$ cat config.mk
export PLATFORM = sky130hd
export DESIGN_NAME = gsum_aggregator
export DESIGN_NICKNAME = d
export VERILOG_FILES = /design/src/rtl/gsum_pkg.sv /design/src/rtl/gsum_pend_bank.sv /design/src/rtl/gsum_win.sv /design/src/rtl/gsum_irq_ctl.sv /design/src/rtl/gsum_aggregator.sv
export SDC_FILE = /design/constraint.sdc
export NUM_CORES = 1
export LEC_CHECK = 0
export CAP_MARGIN = 10
export CORE_AREA = 3 3 336 338
export DETAILED_ROUTE_END_ITERATION = 16
export DIE_AREA = 0 0 339 341
export PLACE_DENSITY = 0.41
export SLEW_MARGIN = 20
export SYNTH_ARGS = -nofsm -noshare
export SYNTH_HDL_FRONTEND = slang
export SYNTH_HIERARCHICAL = 1
export SYNTH_SLANG_ARGS = --single-unit
$ cat constraint.sdc
create_clock -name clk -period 2.45 [get_ports clk]
set_input_delay 0.49 -clock clk [delete_from_list [all_inputs] [get_ports clk]]
set_output_delay 0.49 -clock clk [all_outputs]
set_load 0.01 [all_outputs]
$ cat src/rtl/gsum_pkg.sv
package gsum_pkg;
    // Master control word layout
    localparam int REG_W   = 32;
    localparam int LEN_W   = 12;
    localparam int EN_BIT  = 16;
    localparam int EOI_BIT = 31;

    typedef struct packed {
        logic             en;
        logic [LEN_W-1:0] len;
    } blk_cfg_t;

    function automatic blk_cfg_t decode_cfg(input logic [REG_W-1:0] w);
        blk_cfg_t c;
        c.en  = w[EN_BIT];
        c.len = w[LEN_W-1:0];
        return c;
    endfunction

    function automatic logic [REG_W-1:0] encode_cfg(input blk_cfg_t c);
        logic [REG_W-1:0] w;
        w = '0;
        w[EN_BIT] = c.en;
        w[LEN_W-1:0] = c.len;
        return w;
    endfunction
endpackage

$ cat src/rtl/gsum_pend_bank.sv
module gsum_pend_bank #(
    parameter int NUM_PINS     = 184,
    parameter int PINS_PER_GRP = 4,
    parameter int NUM_GRP      = NUM_PINS / PINS_PER_GRP
) (
    input  logic                clk,
    input  logic                rst,
    input  logic [NUM_PINS-1:0] evt,
    input  logic [NUM_PINS-1:0] clr,
    input  logic                blocked,
    output logic [NUM_GRP-1:0]  grp_sum,
    output logic                any_grp
);
    logic [NUM_PINS-1:0] pend_q;
    logic [NUM_PINS-1:0] evt_ok;

    assign evt_ok = blocked ? '0 : evt;

    always_ff @(posedge clk) begin
        if (rst) pend_q <= '0;
        else     pend_q <= (pend_q & ~clr) | evt_ok;
    end

    for (genvar g = 0; g < NUM_GRP; g++) begin : g_grp
        assign grp_sum[g] = |pend_q[g*PINS_PER_GRP +: PINS_PER_GRP];
    end

    assign any_grp = |grp_sum;

    // a pending flag only falls when its clear was high
    a_r3_sticky: assert property (@(posedge clk) disable iff (rst)
        ((~pend_q & $past(pend_q) & ~$past(clr)) == '0));

    // no flag rises on an edge sampled inside a window
    a_r7_drop: assert property (@(posedge clk) disable iff (rst)
        blocked |=> ((pend_q & ~$past(pend_q)) == '0));
endmodule

$ cat src/rtl/gsum_win.sv
module gsum_win
    import gsum_pkg::*;
#(
    parameter int NUM_PINS  = 184,
    parameter int PIN_IDX_W = $clog2(NUM_PINS)
) (
    input  logic                 clk,
    input  logic                 rst,
    input  logic                 dbnc_wr,
    input  logic [PIN_IDX_W-1:0] dbnc_pin,
    input  blk_cfg_t             cfg,
    input  logic [NUM_PINS-1:0]  pin_ien,
    output logic                 blocked,
    output logic [NUM_PINS-1:0]  pin_ien_rd
);
    logic [LEN_W-1:0]     cnt_q;
    logic [PIN_IDX_W-1:0] pin_q;
    logic                 load;

    assign load = dbnc_wr && cfg.en && (cfg.len != '0);

    always_ff @(posedge clk) begin
        if (rst) begin
            cnt_q <= '0;
            pin_q <= '0;
        end else if (load) begin
            cnt_q <= cfg.len;
            pin_q <= dbnc_pin;
        end else if (cnt_q != '0) begin
            cnt_q <= cnt_q - 1'b1;
        end
    end

    assign blocked = (cnt_q != '0);

    always_comb begin
        pin_ien_rd = pin_ien;
        if (blocked) pin_ien_rd[pin_q] = 1'b0;
    end

    // an open window counts down by one per edge unless reloaded
    a_r10_count: assert property (@(posedge clk) disable iff (rst)
        (blocked && !load) |=> (cnt_q == $past(cnt_q) - 1'b1));

    // a write that cannot open a window leaves a closed window closed
    a_r9_no_open: assert property (@(posedge clk) disable iff (rst)
        (dbnc_wr && (!cfg.en || cfg.len == '0) && !blocked) |=> !blocked);
endmodule

$ cat src/rtl/gsum_irq_ctl.sv
module gsum_irq_ctl
    import gsum_pkg::*;
(
    input  logic             clk,
    input  logic             rst,
    input  logic             mst_wr,
    input  logic [REG_W-1:0] mst_wdata,
    input  logic             any_grp,
    output blk_cfg_t         cfg,
    output logic [REG_W-1:0] mst_rdata,
    output logic             host_irq
);
    logic eoi_wr;

    assign eoi_wr = mst_wr && mst_wdata[EOI_BIT];

    always_ff @(posedge clk) begin
        if (rst) begin
            cfg      <= '0;
            host_irq <= 1'b0;
        end else begin
            if (mst_wr) cfg <= decode_cfg(mst_wdata);
            host_irq <= any_grp && !eoi_wr;
        end
    end

    assign mst_rdata = encode_cfg(cfg);

    // an EOI write drops the line in the following cycle
    a_r5_eoi_drop: assert property (@(posedge clk) disable iff (rst)
        eoi_wr |=> !host_irq);

    // the line is only high after a set summary and no EOI
    a_r4_cause: assert property (@(posedge clk) disable iff (rst)
        host_irq |-> ($past(any_grp) && !$past(eoi_wr)));
endmodule

$ cat src/rtl/gsum_aggregator.sv
module gsum_aggregator
    import gsum_pkg::*;
#(
    parameter int NUM_PINS     = 184,
    parameter int PINS_PER_GRP = 4,
    parameter int PIN_IDX_W    = $clog2(NUM_PINS)
) (
    input  logic                 clk,
    input  logic                 rst,
    input  logic [NUM_PINS-1:0]  pin_evt,
    input  logic [NUM_PINS-1:0]  pin_clr,
    input  logic [NUM_PINS-1:0]  pin_ien,
    input  logic                 dbnc_wr,
    input  logic [PIN_IDX_W-1:0] dbnc_pin,
    input  logic                 mst_wr,
    input  logic [REG_W-1:0]     mst_wdata,
    output logic [REG_W-1:0]     mst_rdata,
    output logic [REG_W-1:0]     sts_word0,
    output logic [REG_W-1:0]     sts_word1,
    output logic [NUM_PINS-1:0]  pin_ien_rd,
    output logic                 host_irq
);
    localparam int NUM_GRP = NUM_PINS / PINS_PER_GRP;

    logic [NUM_GRP-1:0]   grp_sum;
    logic                 any_grp;
    logic                 blocked;
    blk_cfg_t             cfg;
    logic [2*REG_W-1:0]   sum_wide;

    gsum_pend_bank #(
        .NUM_PINS(NUM_PINS), .PINS_PER_GRP(PINS_PER_GRP), .NUM_GRP(NUM_GRP)
    ) u_pend (
        .clk(clk), .rst(rst), .evt(pin_evt), .clr(pin_clr),
        .blocked(blocked), .grp_sum(grp_sum), .any_grp(any_grp)
    );

    gsum_win #(
        .NUM_PINS(NUM_PINS), .PIN_IDX_W(PIN_IDX_W)
    ) u_win (
        .clk(clk), .rst(rst), .dbnc_wr(dbnc_wr), .dbnc_pin(dbnc_pin),
        .cfg(cfg), .pin_ien(pin_ien), .blocked(blocked),
        .pin_ien_rd(pin_ien_rd)
    );

    gsum_irq_ctl u_irq (
        .clk(clk), .rst(rst), .mst_wr(mst_wr), .mst_wdata(mst_wdata),
        .any_grp(any_grp), .cfg(cfg), .mst_rdata(mst_rdata),
        .host_irq(host_irq)
    );

    always_comb begin
        sum_wide = '0;
        sum_wide[NUM_GRP-1:0] = grp_sum;
    end

    assign sts_word0 = sum_wide[REG_W-1:0];
    assign sts_word1 = sum_wide[2*REG_W-1:REG_W];

    // any set status bit implies the host line follows one cycle later unless EOI
    a_r2_sum_to_line: assert property (@(posedge clk) disable iff (rst)
        ((sts_word0 != '0 || sts_word1 != '0) && !mst_wr) |=> host_irq);
endmodule

After elaboration in Yosys (flattened, before gate mapping)
Index checks and enable logic that the tools add are counted.

Register bits after elaboration: 218. Output and inout port bits: 281. Word-level logic and storage cells: 76.

$add $sub $neg: 1. Order comparisons: 2. Muxes and demuxes: 6. Bitwise operators: 5. Reductions and logical operators: 56.

Operators by type and width (count): $and A184 B184 Y184 (2); $mux W184 (2); $not A184 Y184 (2); $or A184 B184 Y184 (1); $reduce_or A184 Y1 (1); $reduce_or A4 Y1 (46); $mux W12 (2); $reduce_bool A12 Y1 (2); $sub A12 B1 Y12 const B (1); $lt A8 B9 Y1 const B (1); $demux W1 S8 (1); $ge A8 B1 Y1 const B (1); $logic_and A1 B1 Y1 (5); $reduce_bool A2 Y1 (1); $logic_not A1 Y1 (1); $mux W1 (1).

Longest topological paths before layout
Gate-level depths: netlist of the first run.

Depth in word-level cells: 7. Depth in mapped cells: 9. Depth with buffers taken out: 6.

Modules after synthesis
Netlist of the first run, hierarchy kept.

By module, submodules not included: gsum_pend_bank (instances 1, cells an instance 838, area each 7598.5 µm², seq. area each 3683.5 µm²); gsum_win (instances 1, cells an instance 406, area each 2979.1 µm², seq. area each 400.4 µm²); gsum_irq_ctl (instances 1, cells an instance 78, area each 750.7 µm², seq. area each 280.3 µm²); gsum_aggregator (instances 1, cells an instance 19, area each 138.9 µm², seq. area each 0.0 µm²).

Least setup slack after synthesis of the first run
Ideal clock, no wire load.

Path type: register -> output. From: register u_win.cnt_q[0]. To: output port pin_ien_rd[112]. Arrival: 1653 ps. Slack: 307 ps. Stages on the path, launching flop included: 8. Path buffers: 1. Cells stage by stage: dfxtp_1 -> inv_1 -> ha_1 -> nor3b_1 -> nand3_2 -> nor3b_1 -> buf_2 -> a21boi_1.

Longest elaborated chain between the ends: 2.

Ends and longest elaborated chain: start: declaration (RTL line gsum_win.sv:16) `logic [LEN_W-1:0] cnt_q;`; start signal: assignment (RTL line gsum_win.sv:27) `cnt_q <= cfg.len;`; start signal: assignment (RTL line gsum_win.sv:30) `cnt_q <= cnt_q - 1'b1;`; $reduce_bool A12 Y1 (RTL line gsum_win.sv:34) `assign blocked = (cnt_q != '0);`; $mux W184 (RTL line gsum_win.sv:38) `if (blocked) pin_ien_rd[pin_q] = 1'b0;`; end: declaration (RTL line gsum_aggregator.sv:20) `output logic [NUM_PINS-1:0] pin_ien_rd,`.

Every way passes these cells.

Worst setup path in the final report of the first run
From: register u_win.cnt_q[1]. To: output port pin_ien_rd[165].

The elaborated chain is that of the path after synthesis.

==> results of run 1 <==
-- final timing paths --
kind | from | end | cells past startpoint
max | u_win/cnt_q[1]$_SDFFE_PP0P_ | pin_ien_rd[165] | 9
min reg2reg | u_pend/pend_q[47]$_SDFF_PP0_ | u_pend/pend_q[47]$_SDFF_PP0_ | 2
min | rst | u_pend/pend_q[173]$_SDFF_PP0_ | 2
max reg2reg | u_pend/pend_q[41]$_SDFF_PP0_ | u_irq/host_irq$_SDFF_PP0_ | 7
-- cells in the mapped netlist, drive strengths merged, types with 7 or more instances --
| cell | number | area (um^2) |
|---|---|---|
| buf | 75 | 561 |
| a21boi | 62 | 465 |
| or4 | 47 | 417 |
| clkbuf | 49 | 184 |
| mux2i | 14 | 140 |
| nand2 | 57 | 214 |
| nor3 | 11 | 55.1 |
| nand3 | 8 | 55.1 |
| nor4 | 24 | 220 |
| o21a | 120 | 901 |
| o31ai | 7 | 57.6 |
| dfxtp | 218 | 4360 |
| nand3b | 7 | 52.6 |
| nor3b | 7 | 57.6 |
| nand2b | 369 | 2310 |
| nor2 | 27 | 101 |
| a21oi | 195 | 976 |
-- cell usage in the layout (no fill, tap or decap), types with 4 or more instances in the layout --
cell type,instances
a21boi_1,6
a21boi_2,52
a21boi_4,4
a21oi_1,195
buf_12,36
buf_2,104
buf_4,113
buf_6,99
buf_8,10
clkbuf_1,8
clkbuf_16,32
clkbuf_8,7
clkdlybuf4s15_1,5
clkdlybuf4s50_1,590
clkinv_2,5
conb_1,37
dfxtp_1,201
dfxtp_2,16
diode_2,9
dlygate4sd2_1,37
mux2i_1,14
nand2_1,52
nand2_2,5
nand2b_1,368
nand3_1,5
nand3b_1,7
nor2_1,24
nor3_1,7
nor3_2,4
nor4_1,12
nor4_4,10
o21a_1,116
o21a_4,4
o31ai_1,6
or2b_1,4
or4_1,14
or4_4,33
xnor2_1,4
xor2_1,4
-- what timing repair did --
item,4_1_cts,5_1_grt
pin swaps,97,62
hold buffers,0,0
setup endpoints to repair,282,189
cloned,7,1
buffers inserted,46,8
resized for setup,975,78
-- state kept, by name, indices dropped and copies added, names as in the netlist --
name,count
u_irq/cfg,13
u_win/cnt_q,12
u_pend/pend_q,184
u_win/pin_q,8
u_irq/host_irq,1
-- stage by stage --
| stage | cell area (um^2) | instances | worst slack (ns) | setup TNS, ns | hold WS [ns] |
|---|---|---|---|---|---|
| after global placement | 22200 | 3694 | -0.542 | -57.63 | 0.455 |
| after CTS | 23800 | 3792 | -0.626 | -86.10 | 0.319 |
| after detailed placement | 22200 | 3694 | -0.553 | -59.50 | 0.460 |
| final | 24000 | 3799 | -0.552 | -73.22 | 0.376 |
| after global routing | 24000 | 3792 | -0.639 | -92.17 | 0.353 |
| after floorplan | 11600 | 1376 | 0.307 | 0 | 0.444 |
-- metal layers --
metal,routed length [um],vias up
li1,-,6438
met1,31700,6339
met2,46600,587
met3,7390,139
met4,4620,18
met5,114,-
-- power by group through the flow --
| stage | logic (mW) | registers [mW] | clock network (mW) |
|---|---|---|---|
| after floorplan | 4.26 | 4.65 | 0 |
| after global placement | 9.63 | 4.84 | 0 |
| after CTS | 10.3 | 4.81 | 4.63 |
| final | 10.2 | 4.79 | 4.40 |
| after detailed placement | 9.61 | 4.84 | 0 |
| after global routing | 11.1 | 4.88 | 4.73 |
-- layout make-up --
type	count	area share (%)
clock buffer	45	3.70
inverter	5	0.0783
sequential	218	18.3
clock inverter	6	0.230
multi-input combinational	1030	29.4
tap	1488	7.76
timing repair buffer	998	40.4
antenna	9	0.0939
-- logic make-up (layout without fill, tap and decap cells) --
family / after synthesis / after routing / share of synthesized area (%)
AOI/OAI and AO/OA: 395 / 395 / 21.8
xor gates and xnor gates: 8 / 8 / 0.611
adders and majority gates: 2 / 2 / 0.218
buffers and inverters: 129 / 1054 / 6.66
DFF: 218 / 218 / 38.1
muxes: 14 / 14 / 1.22
other: 2 / 46 / 0.0655
and+or+nand+nor: 573 / 574 / 31.4
-- worst max-delay path, delay by kind of cell (launching register included) --
kind	cells	cell delay, ns
AO/OA/AOI/OAI	2	0.65
flip-flops	1	0.33
AND/OR/NAND/NOR	1	0.15
buffers and inverters	5	0.62
adder cells (fa/ha/maj)	1	0.15
==> impl_metrics.yaml, run 1 <==
clock_network:
  clock-sinks: 218
  clk_latency_ns: 0.61
  cts_buffers: 30
  clockBufferDepth: 3
  root_buffer: "clkbuf_16"
  cts_tree: "built"
  path_clk_slew_ns: 0.06
  h-tree-depth: 1
synth:
  synth-seq-cells: 218
  yosys.cell_types.count: 48
  synth_area_um2: 11500
  synthArstFlopShare_pct: 0
  yosysWarnings: 6
  ys.flop_type: "dfxtp_1"
  syn_avg_cell_area_um2: 8.55
  syn_inst: 1341
  synth_enable_flop_cells: 0
  yosysSeqAreaShare_pct: 38.1
floorplanning:
  die_w_um: 339
  io-pin-count: 877
  die-area_um2: 116000
  num_rows: 122
  core-area_um2: 110000
  initial_utilization_pct: 10.4
  fp.dieH_um: 341
global_route:
  grt.busiest_layer: "met2"
  overflow: 0
  grtUsageTotal_pct: 14.9
  grt_max_degree: 90
  grt_use_met1_pct: 14.8
  grt_pass1_wl_um: 121000
  met2_usage_pct: 27.8
  grt_use_met3_pct: 5.25
  antenna_found_initial: 24
  grt_pass1_vias: 14300
setup_path:
  slowest_delay_ns: 0.43
  critPathRequiredTime_ns: 1.96
  rrSetupSlack_ns: 0.14
  crit_type: "register to output port"
  cp-start-kind: "register"
  crit_arrival_ns: 2.51
  cp_slowest_cell: "a311o_2"
  path_cells: "inv_2 > ha_4 > nor3b_4 > buf_4 > a311o_2 > buf_12 > buf_8 > o21a_4 > buf_6"
  cp-end-kind: "output port"
  critPathMaxFanout: 5
route:
  first_pass_iters: 5
  num_vias: 13500
  ant_nets: 0
  post-route-drc-count: 0
  viasPerCell: 3.56
  wire_per_inst_um: 23.8
  drt_wl_total_um: 90500
  drtIter0Drc: 533
sta:
  max-slew-margin-rel_pct: 45.0
  clock.fmax_ghz: 0.333
  fin_ws_ns: -0.552
  worst_pin_slew_ns: 0.817
  finalMaxSlewViolations: 0
  period_share_pct: 123
  clock_skew_ns: 0.0235
  rsz0062_at_grt: "yes"
  timing.final.hold_violations: 0
  setup_violations: 184
  layout_min_cycle_time_ns: 3.00
place:
  gp_congestion: 0.914
  portBuffers: 821
  dp_hpwl_um: 75700
status:
  violations: "negative setup slack"
  status: "finished, violations left"
power_and_ir_drop:
  p_total_mw: 19.4
  p_switching_mw: 7.10
  pwr-share-clk_pct: 22.7
  p_sw_share_pct: 36.6
  power_frac_comb_pct: 52.6
  power_density_nw_per_um2: 809
  vdd_drop_max_mv: 0.420
  seqPwrFrac_pct: 24.7
  leakagePower_nw: 8.91
  p_int_mw: 12.3
finish:
  final-seq-area_um2: 4390
  fin_nets: 2881
  nFillCells: 12300
  utilization_pct: 21.7
  syn_to_final_growth_pct: 109
  drive_above_1_share_pct: 24.7
  multi_input_area_um2: 7050
hold_path:
  worstHoldPathType: "primary input to register"
flow_run:
  cap_violations: 0
Power figures use the tool's default switching activity.
==> run 2, diff against run 1 <==
- GPL_ROUTABILITY_DRIVEN: unset -> 0
==> results of run 2 <==
Same layout as run 1: the final DEF is identical, and so are final timing and power.
==> run 3, diff against run 2 <==
- ABC_AREA: unset -> 1
- CAP_MARGIN: 10 -> 15
- CORE_AREA: 3 3 336 338 -> 3 3 344 346
- DIE_AREA: 0 0 339 341 -> 0 0 347 349
==> impl_metrics.yaml, run 3 <==
sta:
  finalMaxSlewViolations: 0
  rsz0062_at_grt: "yes"
  worst_pin_slew_ns: 0.893
  fin_ws_ns: -0.347
  setup_violations: 184
  clock.fmax_ghz: 0.358
  timing.final.hold_violations: 0
  clock_skew_ns: 0.0285
  period_share_pct: 114
  tns_ns: -40.66
  layout_min_cycle_time_ns: 2.80
  max-slew-margin-rel_pct: 40.5
setup_path:
  critPathMaxFanout: 6
  rr_endpoint: "u_win/cnt_q[8]$_SDFFE_PP0P_"
  rrSetupSlack_ns: 0.08
  cp-start-kind: "register"
  critPathRequiredTime_ns: 1.96
  path_cells: "inv_2 > ha_4 > inv_2 > nor2_1 > nand2_1 > nor2_4 > nand2_8 > buf_8 > buf_12 > a31oi_4 > buf_6 > buf_6"
  crit_type: "register to output port"
  slowest_delay_ns: 0.33
  cp-end-kind: "output port"
  r2r-start: "u_win/cnt_q[0]$_SDFFE_PP0P_"
  crit_arrival_ns: 2.31
  cp_slowest_cell: "dfxtp_2"
  reg2reg_depth: 17
power_and_ir_drop:
  p_switching_mw: 8.98
  vdd_drop_max_mv: 0.462
  pwr-share-clk_pct: 23.5
  p_sw_share_pct: 40.9
  power_frac_comb_pct: 54.7
  seqPwrFrac_pct: 21.8
  power_density_nw_per_um2: 864
  p_int_mw: 13.0
  leakagePower_nw: 11.2
  p_total_mw: 21.9
route:
  ant_nets: 0
  first_pass_iters: 5
  drt_wl_total_um: 96800
  num_vias: 16400
  post-route-drc-count: 0
  wire_per_inst_um: 21.4
  drtIter0Drc: 705
  viasPerCell: 3.62
flow_run:
  cap_violations: 0
finish:
  finalNonFillerCells: 4528
  syn_to_final_growth_pct: 94.8
  fin_nets: 3562
  drive_above_1_share_pct: 16.3
  final-seq-area_um2: 4370
  utilization_pct: 21.9
  nFillCells: 13200
  largest-register: "u_pend/pend_q"
  stdcell_area_um2: 25400
  reg_top3: "u_pend/pend_q: 184 flops, u_irq/cfg: 13 flops, u_win/cnt_q: 12 flops"
  final_common_cell: "inv_1"
  final_cell_mix: "inv_1, clkdlybuf4s50_1, nor2_1"
  largest_reg_flops: 184
  multi_input_area_um2: 5750
status:
  status: "finished, violations left"
  violations: "negative setup slack"
synth:
  synth-seq-cells: 218
  yosys.cell_types.count: 30
  syn_inst: 2082
  synthArstFlopShare_pct: 0
  syn_avg_cell_area_um2: 6.26
  yosysWarnings: 6
  synth_common_cells: "inv_1, nor2_1, dfxtp_1"
  synth_area_um2: 13000
  synth_top_area_share_pct: 33.5
  synth_top_area_cell: "dfxtp_1"
  yosysSeqAreaShare_pct: 33.5
  ys.flop_type: "dfxtp_1"
  synth_enable_flop_cells: 0
  yosys-top-cells-area: "dfxtp_1, inv_1, nor2_1, o22ai_1, a31oi_1"
  yosysMostFrequentCell: "inv_1"
floorplanning:
  die-area_um2: 121000
  fp.dieH_um: 349
  io-pin-count: 877
  initial_utilization_pct: 11.3
  die_w_um: 347
  core-area_um2: 116000
  num_rows: 125
place:
  portBuffers: 821
  placed_area_um2: 23400
  dp.cells: 4426
  dp_hpwl_um: 80100
hold_path:
  worstHoldPathType: "primary input to register"
  hold_depth: 4
  min_to: "u_irq/cfg[1]$_SDFFE_PP0P_"
  min-delay-start: "rst"
clock_network:
  clockBufferDepth: 3
  clock-sinks: 218
  h-tree-depth: 2
  cts_tree: "built"
  holdBufCountCts: 0
  path_clk_slew_ns: 0.05
  clk_latency_ns: 0.57
  root_buffer: "clkbuf_16"
  cts_buffers: 34
global_route:
  grt_max_degree: 170
  grtUsageTotal_pct: 15.3
  antenna_found_initial: 28
  overflow: 0
  grt_pass1_wl_um: 130000
  grt_pass1_vias: 16600
run 3: area by class of cell:
cell class | count | area share, %
multi-input combinational | 982 | 22.6
antenna | 15 | 0.148
clock buffer | 47 | 3.78
timing repair buffer | 958 | 36.5
clock inverter | 14 | 0.862
tap | 1524 | 7.51
inverter | 770 | 11.4
sequential | 218 | 17.2
run 3: cells by family (layout without fill, tap and decap cells):
kind of cell             Yosys count  after routing  synth area share [%]
XOR/XNOR                           5              5                 0.336
other                              2             52                0.0576
AND/OR/NAND/NOR                  539            540                  16.4
buffers and inverters            918           1789                  30.4
AO/OA/AOI/OAI                    398            398                  19.2
flip-flops                       218            218                  33.5
adder cells (fa/ha/maj)            2              2                 0.192
run 3: worst max-delay path by stage:
stage	from	end	slack (ns)	cells after the start
floorplan	u_win/cnt_q[0]$_SDFFE_PP0P_	pin_ien_rd[25]	0.52	10
global placement	u_win/cnt_q[0]$_SDFFE_PP0P_	pin_ien_rd[40]	-0.29	7
detailed placement	u_win/cnt_q[0]$_SDFFE_PP0P_	pin_ien_rd[152]	-0.34	7
CTS	u_win/cnt_q[1]$_SDFFE_PP0P_	pin_ien_rd[2]	-0.49	12
global route	u_win/cnt_q[0]$_SDFFE_PP0P_	pin_ien_rd[182]	-0.46	10
finish	u_win/cnt_q[0]$_SDFFE_PP0P_	pin_ien_rd[60]	-0.35	12
run 3: critical path: cells and delay by family (launching register included):
| kind | cells | cell delay (ns) |
|---|---|---|
| compound gates | 1 | 0.14 |
| fa+ha+maj | 1 | 0.14 |
| buf+inv | 6 | 0.68 |
| flops | 1 | 0.33 |
| simple gates | 4 | 0.47 |
run 3: per-stage QoR:
step	setup WS, ns	hold slack (ns)
floorplan	0.517	0.445
finish	-0.347	0.474
CTS	-0.490	0.431
global route	-0.457	0.465
detailed placement	-0.345	0.471
global placement	-0.290	0.466
run 3: power by group through the flow:
| stage | combinational (mW) | sequential [mW] | clock (mW) |
|---|---|---|---|
| after floorplan | 5.78 | 4.72 | 0 |
| after global placement | 11.1 | 4.82 | 0 |
| after detailed placement | 11.1 | 4.84 | 0 |
| after CTS | 11.8 | 4.79 | 5.43 |
| after global routing | 13.2 | 4.87 | 5.55 |
| final | 12.0 | 4.78 | 5.17 |
run 3: repair_timing:
action | in CTS | in global routing
gates cloned | 3 | 3
buffers inserted | 19 | 7
pin swaps | 12 | 17
setup endpoints to repair | 189 | 201
gates resized for setup | 489 | 276
run 3: per-layer routing:
layer  share of wire, %  vias to the layer above  routed length [um]  track usage (%)
met5               0.12                        -                 115                0
met4                9.0                       20                8740             11.7
met3                8.7                      249                8440             6.02
met2                 50                      765               48500             28.0
met1                 32                     7403               31100             13.6
li1                   -                     7958                   -                -
